### config.mk
export PLATFORM = sky130hd
export DESIGN_NAME = irw_top
export DESIGN_NICKNAME = d
export VERILOG_FILES = /design/src/rtl/irw_pkg.sv /design/src/rtl/irw_decode.sv /design/src/rtl/irw_entry.sv /design/src/rtl/irw_rdmux.sv /design/src/rtl/irw_top.sv
export SDC_FILE = /design/constraint.sdc
export NUM_CORES = 2
export LEC_CHECK = 0
export BUFFER_PORTS_ARGS = -buffer_cell sky130_fd_sc_hd__buf_2
export CORE_AREA = 2 2 652 654
export DETAILED_ROUTE_END_ITERATION = 8
export DIE_AREA = 0 0 654 656
export GPL_ROUTABILITY_DRIVEN = 0
export SYNTH_ARGS = -nofsm -noshare
export SYNTH_HDL_FRONTEND = slang
export SYNTH_SLANG_ARGS = --single-unit
### constraint.sdc
create_clock -name clk -period 6.03 [get_ports clk]
set_input_delay 0.3015 -clock clk [delete_from_list [all_inputs] [get_ports clk]]
set_output_delay 0.3015 -clock clk [all_outputs]
set_load 0.005 [all_outputs]
### src/rtl/irw_pkg.sv
package irw_pkg;
    typedef enum logic [2:0] {
        IK_NONE,
        IK_ID,
        IK_VER,
        IK_ARB,
        IK_ENT
    } idx_kind_e;

    localparam logic [7:0] OFF_SEL    = 8'h00;
    localparam logic [7:0] OFF_WIN    = 8'h10;
    localparam logic [7:0] VER_CODE   = 8'h11;
    localparam int         RIRR_BIT   = 14;
    localparam int         MASK_BIT   = 16;
    localparam logic [31:0] SEL_ID    = 32'd0;
    localparam logic [31:0] SEL_VER   = 32'd1;
    localparam logic [31:0] SEL_ARB   = 32'd2;
    localparam logic [31:0] SEL_ENT0  = 32'h10;
endpackage

### src/rtl/irw_decode.sv
module irw_decode
    import irw_pkg::*;
#(
    parameter int NPINS = 24,
    parameter int PIN_W = $clog2(NPINS)
) (
    input  logic [31:0]      sel,
    output idx_kind_e        kind,
    output logic [PIN_W-1:0] pin,
    output logic             hi_half
);
    localparam logic [31:0] NP32 = 32'(NPINS);

    logic [31:0] ent_num;

    always_comb begin
        ent_num = (sel - SEL_ENT0) >> 1;
        pin     = ent_num[PIN_W-1:0];
        hi_half = sel[0];
        if (sel == SEL_ID)                          kind = IK_ID;
        else if (sel == SEL_VER)                    kind = IK_VER;
        else if (sel == SEL_ARB)                    kind = IK_ARB;
        else if (sel >= SEL_ENT0 && ent_num < NP32) kind = IK_ENT;
        else                                        kind = IK_NONE;
    end
endmodule

### src/rtl/irw_entry.sv
module irw_entry
    import irw_pkg::*;
(
    input  logic        clk,
    input  logic        rst_n,
    input  logic        wr_lo,
    input  logic        wr_hi,
    input  logic [31:0] wdata,
    input  logic        rirr_set,
    output logic [63:0] ent_q
);
    localparam logic [63:0] ENT_RST = 64'(1) << MASK_BIT;

    logic [63:0] ent_d;

    always_comb begin
        ent_d = ent_q;
        if (rirr_set)
            ent_d[RIRR_BIT] = 1'b1;
        if (wr_hi)
            ent_d[63:32] = wdata;
        if (wr_lo) begin
            ent_d[31:0]     = wdata;
            ent_d[RIRR_BIT] = 1'b0;
        end
    end

    always_ff @(posedge clk or negedge rst_n) begin
        if (!rst_n) ent_q <= ENT_RST;
        else        ent_q <= ent_d;
    end


    lo_clears_rirr_chk: assert property (@(posedge clk) disable iff (!rst_n)
        wr_lo |=> !ent_q[RIRR_BIT]);


    hi_keeps_lo_chk: assert property (@(posedge clk) disable iff (!rst_n)
        (wr_hi && !wr_lo && !rirr_set) |=> $stable(ent_q[31:0]));


    lo_keeps_hi_chk: assert property (@(posedge clk) disable iff (!rst_n)
        (wr_lo && !wr_hi) |=> $stable(ent_q[63:32]));
endmodule

### src/rtl/irw_rdmux.sv
module irw_rdmux
    import irw_pkg::*;
#(
    parameter int NPINS = 24,
    parameter int PIN_W = $clog2(NPINS)
) (
    input  logic             at_sel,
    input  logic             at_win,
    input  logic [31:0]      sel,
    input  idx_kind_e        kind,
    input  logic [PIN_W-1:0] pin,
    input  logic             hi_half,
    input  logic [3:0]       id,
    input  logic [63:0]      tbl [NPINS],
    output logic [31:0]      rdata
);
    localparam logic [7:0] MAXPIN = 8'(NPINS - 1);

    logic [31:0] win_word;

    always_comb begin
        case (kind)
            IK_ID, IK_ARB: win_word = {4'h0, id, 24'h0};
            IK_VER:        win_word = {8'h00, MAXPIN, 8'h00, VER_CODE};
            IK_ENT:        win_word = hi_half ? tbl[pin][63:32] : tbl[pin][31:0];
            default:       win_word = 32'h0;
        endcase
        if (at_sel)      rdata = sel;
        else if (at_win) rdata = win_word;
        else             rdata = 32'h0;
    end
endmodule

### src/rtl/irw_top.sv
module irw_top
    import irw_pkg::*;
#(
    parameter int NPINS = 24,
    parameter int PIN_W = $clog2(NPINS)
) (
    input  logic                  clk,
    input  logic                  rst_n,
    input  logic                  req_valid,
    input  logic                  req_write,
    input  logic [7:0]            req_addr,
    input  logic [3:0]            req_size,
    input  logic [31:0]           req_wdata,
    input  logic [NPINS-1:0]      pin_pending,
    input  logic                  rirr_set_vld,
    input  logic [PIN_W-1:0]      rirr_set_pin,
    output logic                  rd_valid,
    output logic [31:0]           rd_data,
    output logic [NPINS*64-1:0]   tbl_flat,
    output logic                  lo_wr_pulse,
    output logic [PIN_W-1:0]      lo_wr_pin,
    output logic                  mask_chg_pulse,
    output logic [PIN_W-1:0]      mask_chg_pin,
    output logic                  mask_chg_val,
    output logic                  svc_req,
    output logic [PIN_W-1:0]      svc_pin
);
    typedef struct packed {
        logic [31:0]      sel;
        logic [3:0]       id;
        logic             rd_valid;
        logic [31:0]      rd_data;
        logic             lo_pulse;
        logic [PIN_W-1:0] lo_pin;
        logic             mc_pulse;
        logic [PIN_W-1:0] mc_pin;
        logic             mc_val;
        logic             svc;
        logic [PIN_W-1:0] svc_pin;
    } state_t;

    state_t st_d, st_q;

    idx_kind_e        kind;
    logic [PIN_W-1:0] dec_pin;
    logic             dec_hi;
    logic [31:0]      rd_word;
    logic             at_sel, at_win, size_ok, wr_ok, win_wr, ent_wr;
    logic [63:0]      tbl_arr [NPINS];
    logic [NPINS-1:0] wr_lo_vec, wr_hi_vec, rirr_vec;

    assign at_sel  = (req_addr == OFF_SEL);
    assign at_win  = (req_addr == OFF_WIN);
    assign size_ok = (req_size == 4'd4) || (req_size == 4'd8);
    assign wr_ok   = req_valid && req_write && size_ok;
    assign win_wr  = wr_ok && at_win;
    assign ent_wr  = win_wr && (kind == IK_ENT);

    irw_decode #(.NPINS(NPINS), .PIN_W(PIN_W)) u_decode (
        .sel     (st_q.sel),
        .kind    (kind),
        .pin     (dec_pin),
        .hi_half (dec_hi)
    );

    irw_rdmux #(.NPINS(NPINS), .PIN_W(PIN_W)) u_rdmux (
        .at_sel  (at_sel),
        .at_win  (at_win),
        .sel     (st_q.sel),
        .kind    (kind),
        .pin     (dec_pin),
        .hi_half (dec_hi),
        .id      (st_q.id),
        .tbl     (tbl_arr),
        .rdata   (rd_word)
    );

    for (genvar g = 0; g < NPINS; g++) begin : g_ent
        assign wr_lo_vec[g] = ent_wr && !dec_hi && (dec_pin == PIN_W'(g));
        assign wr_hi_vec[g] = ent_wr &&  dec_hi && (dec_pin == PIN_W'(g));
        assign rirr_vec[g]  = rirr_set_vld && (rirr_set_pin == PIN_W'(g));

        irw_entry u_entry (
            .clk      (clk),
            .rst_n    (rst_n),
            .wr_lo    (wr_lo_vec[g]),
            .wr_hi    (wr_hi_vec[g]),
            .wdata    (req_wdata),
            .rirr_set (rirr_vec[g]),
            .ent_q    (tbl_arr[g])
        );

        assign tbl_flat[64*g +: 64] = tbl_arr[g];
    end

    always_comb begin
        st_d          = st_q;
        st_d.rd_valid = req_valid && !req_write;
        st_d.lo_pulse = 1'b0;
        st_d.mc_pulse = 1'b0;
        st_d.svc      = 1'b0;
        if (req_valid && !req_write)
            st_d.rd_data = rd_word;
        if (wr_ok && at_sel)
            st_d.sel = req_wdata;
        if (win_wr && kind == IK_ID)
            st_d.id = req_wdata[27:24];
        if (ent_wr) begin
            st_d.svc     = pin_pending[dec_pin];
            st_d.svc_pin = dec_pin;
            if (!dec_hi) begin
                st_d.lo_pulse = 1'b1;
                st_d.lo_pin   = dec_pin;
                st_d.mc_pin   = dec_pin;
                st_d.mc_val   = req_wdata[MASK_BIT];
                st_d.mc_pulse = req_wdata[MASK_BIT] != tbl_arr[dec_pin][MASK_BIT];
            end
        end
    end

    always_ff @(posedge clk or negedge rst_n) begin
        if (!rst_n) st_q <= '0;
        else        st_q <= st_d;
    end

    assign rd_valid       = st_q.rd_valid;
    assign rd_data        = st_q.rd_data;
    assign lo_wr_pulse    = st_q.lo_pulse;
    assign lo_wr_pin      = st_q.lo_pin;
    assign mask_chg_pulse = st_q.mc_pulse;
    assign mask_chg_pin   = st_q.mc_pin;
    assign mask_chg_val   = st_q.mc_val;
    assign svc_req        = st_q.svc;
    assign svc_pin        = st_q.svc_pin;


    rd_follows_read_chk: assert property (@(posedge clk) disable iff (!rst_n)
        (req_valid && !req_write) |=> rd_valid);


    no_spurious_rd_chk: assert property (@(posedge clk) disable iff (!rst_n)
        !(req_valid && !req_write) |=> !rd_valid);


    mask_val_match_chk: assert property (@(posedge clk) disable iff (!rst_n)
        mask_chg_pulse |-> (tbl_arr[mask_chg_pin][MASK_BIT] == mask_chg_val));


    mask_needs_lo_chk: assert property (@(posedge clk) disable iff (!rst_n)
        mask_chg_pulse |-> lo_wr_pulse && (lo_wr_pin == mask_chg_pin));


    bad_size_chk: assert property (@(posedge clk) disable iff (!rst_n)
        (req_valid && req_write && !size_ok) |=>
            (!lo_wr_pulse && !svc_req && $stable(st_q.sel) && $stable(st_q.id)));
endmodule

==> reports/qor.txt <==
CTS buffer count - 203
DR iter-0 viols - 7343
Initial Utilization - 17.81%
CTS tree - yes
DP Area - 90070 um2
Final Power - 24.99 mW
Post-synth ARST share - 100.0%
Max stage delay cell, worst path - nor4_4
CP Max Fanout - 32
Hold Path Class - in -> async
number of port buffers - 1665
FF-to-FF End - g_ent[9].u_entry.ent_q[36]
chip width - 654 um
RSZ-0062 raised after global routing - no
cell area after layout - 97240 um2
critical path type - reg -> reg
source of the worst register-to-register timing path - st_q[72]
Power Internal - 18.61 mW
top_reg_cell synth - dfrtp_1
dominant cell type by area after synthesis - dfrtp_1
Setup Skew - 60.06 ps
Worst-Skew Late Latency - 930 ps
syn avg cell area - 15.12 um2
sequential share of the synthesized area - 53.90%
worst reg-to-reg path cell count - 9
dpl ws - 1469 ps
Power Dens Cells - 256.9 nW/um2
share of cells above drive strength 1 - 61.47%
Clock Tree Buf Depth - 4
status - finished, violations left
H-tree depth - 4
Final Net Count - 6606
Post-CTS Setup Repair Bufs - 0
vias per cell - 4.701
largest net degree at the start of global routing - 136
Inst Count DP - 11970
DRC Markers - 0
Max VDD drop - 0.2363 mV
Die Y - 656 um
first-pass GRT wire length - 617200 um
failing checks - hold timing
Layout Area Growth over Synthesis - 29.29%
grt ovf - 0
min cycle time layout - 4511 ps
routed via count - 58210
cell mode on critical path - buf_4
Critical path buffers and inverters - 3
antenna violations before repair - 66
final setup fails - 0
cell row count - 239
Yosys top cell area share - 53.07%
synth unique cells - 66
slew margin rel. - 2.488%
Core Box Area - 422200 um2
Ports - 1666
final cell count without fillers - 12380
Syn. warnings - 0
combinational power share - 4.0%
sequential power share - 43.9%
wire length per cell - 39.32 um
Max Fclk - 221.7 MHz
# hold bufs at CTS - 16
final worst-path cycle share - 74.81%
Resize count post-CTS - 0
post-route setup slack - 1519 ps
reg2reg setup slack - 1520 ps
Fin Setup TNS - 0 ps
FF+latch count, synth - 1619
Synth area leaders - dfrtp_1 53%, mux2_2 22%, mux4_2 9.7%, mux2i_1 2.0%, mux2_1 1.7%
Worst setup SP type - register
Setup crit end kind - register
Die ar. - 429000 um2
Post-DRT Antenna Nets - 0
Cell Chain, Critical Path - or4_4, nor4_1, and3_1, o2111ai_4, buf_4, buf_4, nor4_4, buf_4, mux2_2
P_leak - 47.88 nW
syn nets - 5053
sw frac - 25.53%
Worst-path clk slew - 70 ps
number of synthesized flops with an enable pin - 0
hold slack - -5.434 ps
commonest non-fill, non-tap cell in the layout - buf_2
DRT Wirelength - 486900 um
clk root buf - clkbuf_16
total of max-cap violations - 0
most frequent cells in the layout - 1658 x buf_2, 1590 x dfrtp_1, 1441 x mux2_2, 324 x mux4_2, 206 x clkbuf_16
dpl hpwl - 369200 um
final hold vios - 1
Initial DRT Pass Iterations - 5
number of global-route vias before repair - 54870
number of clock sinks - 1619
Slew Viols, Final - 0
Worst Path Required - 6800 ps
CP Data Arrival Time - 5280 ps
global-route usage over all layers - 21.86%
power share of the clock group - 52.1%
Tightest Pin Transition - 1463 ps
Post-Syn Area - 75210 um2
crit-path max cell delay - 630 ps
Top Family by Delay on Critical Path - simple AND/OR/NAND/NOR gates
Psw - 6.380 mW
Synth Instances - 4974
cells in the mapped netlist (all sizes together), types with 13 or more instances:
library cell,count
nor4,61
mux2,1556
dfrtp,1595
mux2i,149
a211oi,24
mux4,324
a221oi,29
nand3,58
o22ai,28
nor2b,13
a21oi,98
clkbuf,260
nor3,17
a22oi,109
a21o,14
nor2,65
o221ai,22
o21ai,32
o31ai,25
buf,290
o211ai,25
nand2,49
dfstp,24
final cells by class:
class,count,area (um2)
Inverter,11,41.29
Antenna cell,26,65.06
Sequential cell,1619,40560
Clock buffer,291,5894
Multi-Input combinational cell,2794,32080
Clock inverter,80,1049
Tap cell,5663,7086
Fill cell,44850,325000
Timing Repair Buffer,1898,10470
metrics by stage:
stage / utilization [%] / hold slack, ps
after floorplan: - / 5.909
after global placement: 21.33 / 411.5
after detailed placement: 21.33 / 416.0
after CTS: 23.01 / 2.294
after global routing: 23.02 / 28.93
final: 23.03 / -5.434
power groups by stage:
stage                     Clock, mW  Combinational [mW]  Sequential [mW]
final                          13.0               0.996             11.0
after CTS                      13.3                1.02             11.0
after global placement            0                1.00             11.2
after global routing           13.7                1.06             11.0
after detailed placement          0                1.00             11.2
after floorplan                   0               0.279             11.1
metal layers:
metal | vias to the layer above | GRT usage [%] | routed length [um]
met3 | 758 | 6.270 | 47010
met2 | 3689 | 34.63 | 222100
li1 | 21870 | - | -
met5 | - | 0 | 53
met4 | 4 | 9.284 | 25860
met1 | 31890 | 27.69 | 191900
kinds of logic (layout without fill, tap and decap cells):
group	Yosys count	count (layout)	share of synthesized area (%)
AOI/OAI and AO/OA	438	438	4.159
muxes	2029	2029	34.98
and+or+nand+nor	321	321	3.176
adders and majority gates	1	1	0.01663
DFF	1619	1619	53.90
buffers and inverters	561	2280	3.706
other	0	26	0
xor gates and xnor gates	5	5	0.05822
sequential cells by signal, indices dropped and copies added, names as in the netlist, 5 cells and up:
| signal | flops |
|---|---|
| mask_chg_pin | 5 |
| st_q | 36 |
| rd_data | 32 |
| g_ent.u_entry.ent_q | 1536 |
| svc_pin | 5 |
worst max-delay path by stage:
stage,from,end,slack (ps),cells past startpoint
6_report,st_q[72],g_ent[9].u_entry.ent_q[36],1520,9
5_1_grt,st_q[72],g_ent[14].u_entry.ent_q[5],1300,9
4_1_cts,st_q[72],g_ent[14].u_entry.ent_q[8],1490,9
3_5_place_dp,req_addr[1],g_ent[14].u_entry.ent_q[6],1470,8
3_3_place_gp,req_addr[1],g_ent[14].u_entry.ent_q[5],1500,8
2_1_floorplan,st_q[60],g_ent[5].u_entry.ent_q[46],2730,11
(Power assumes the default switching activity.)
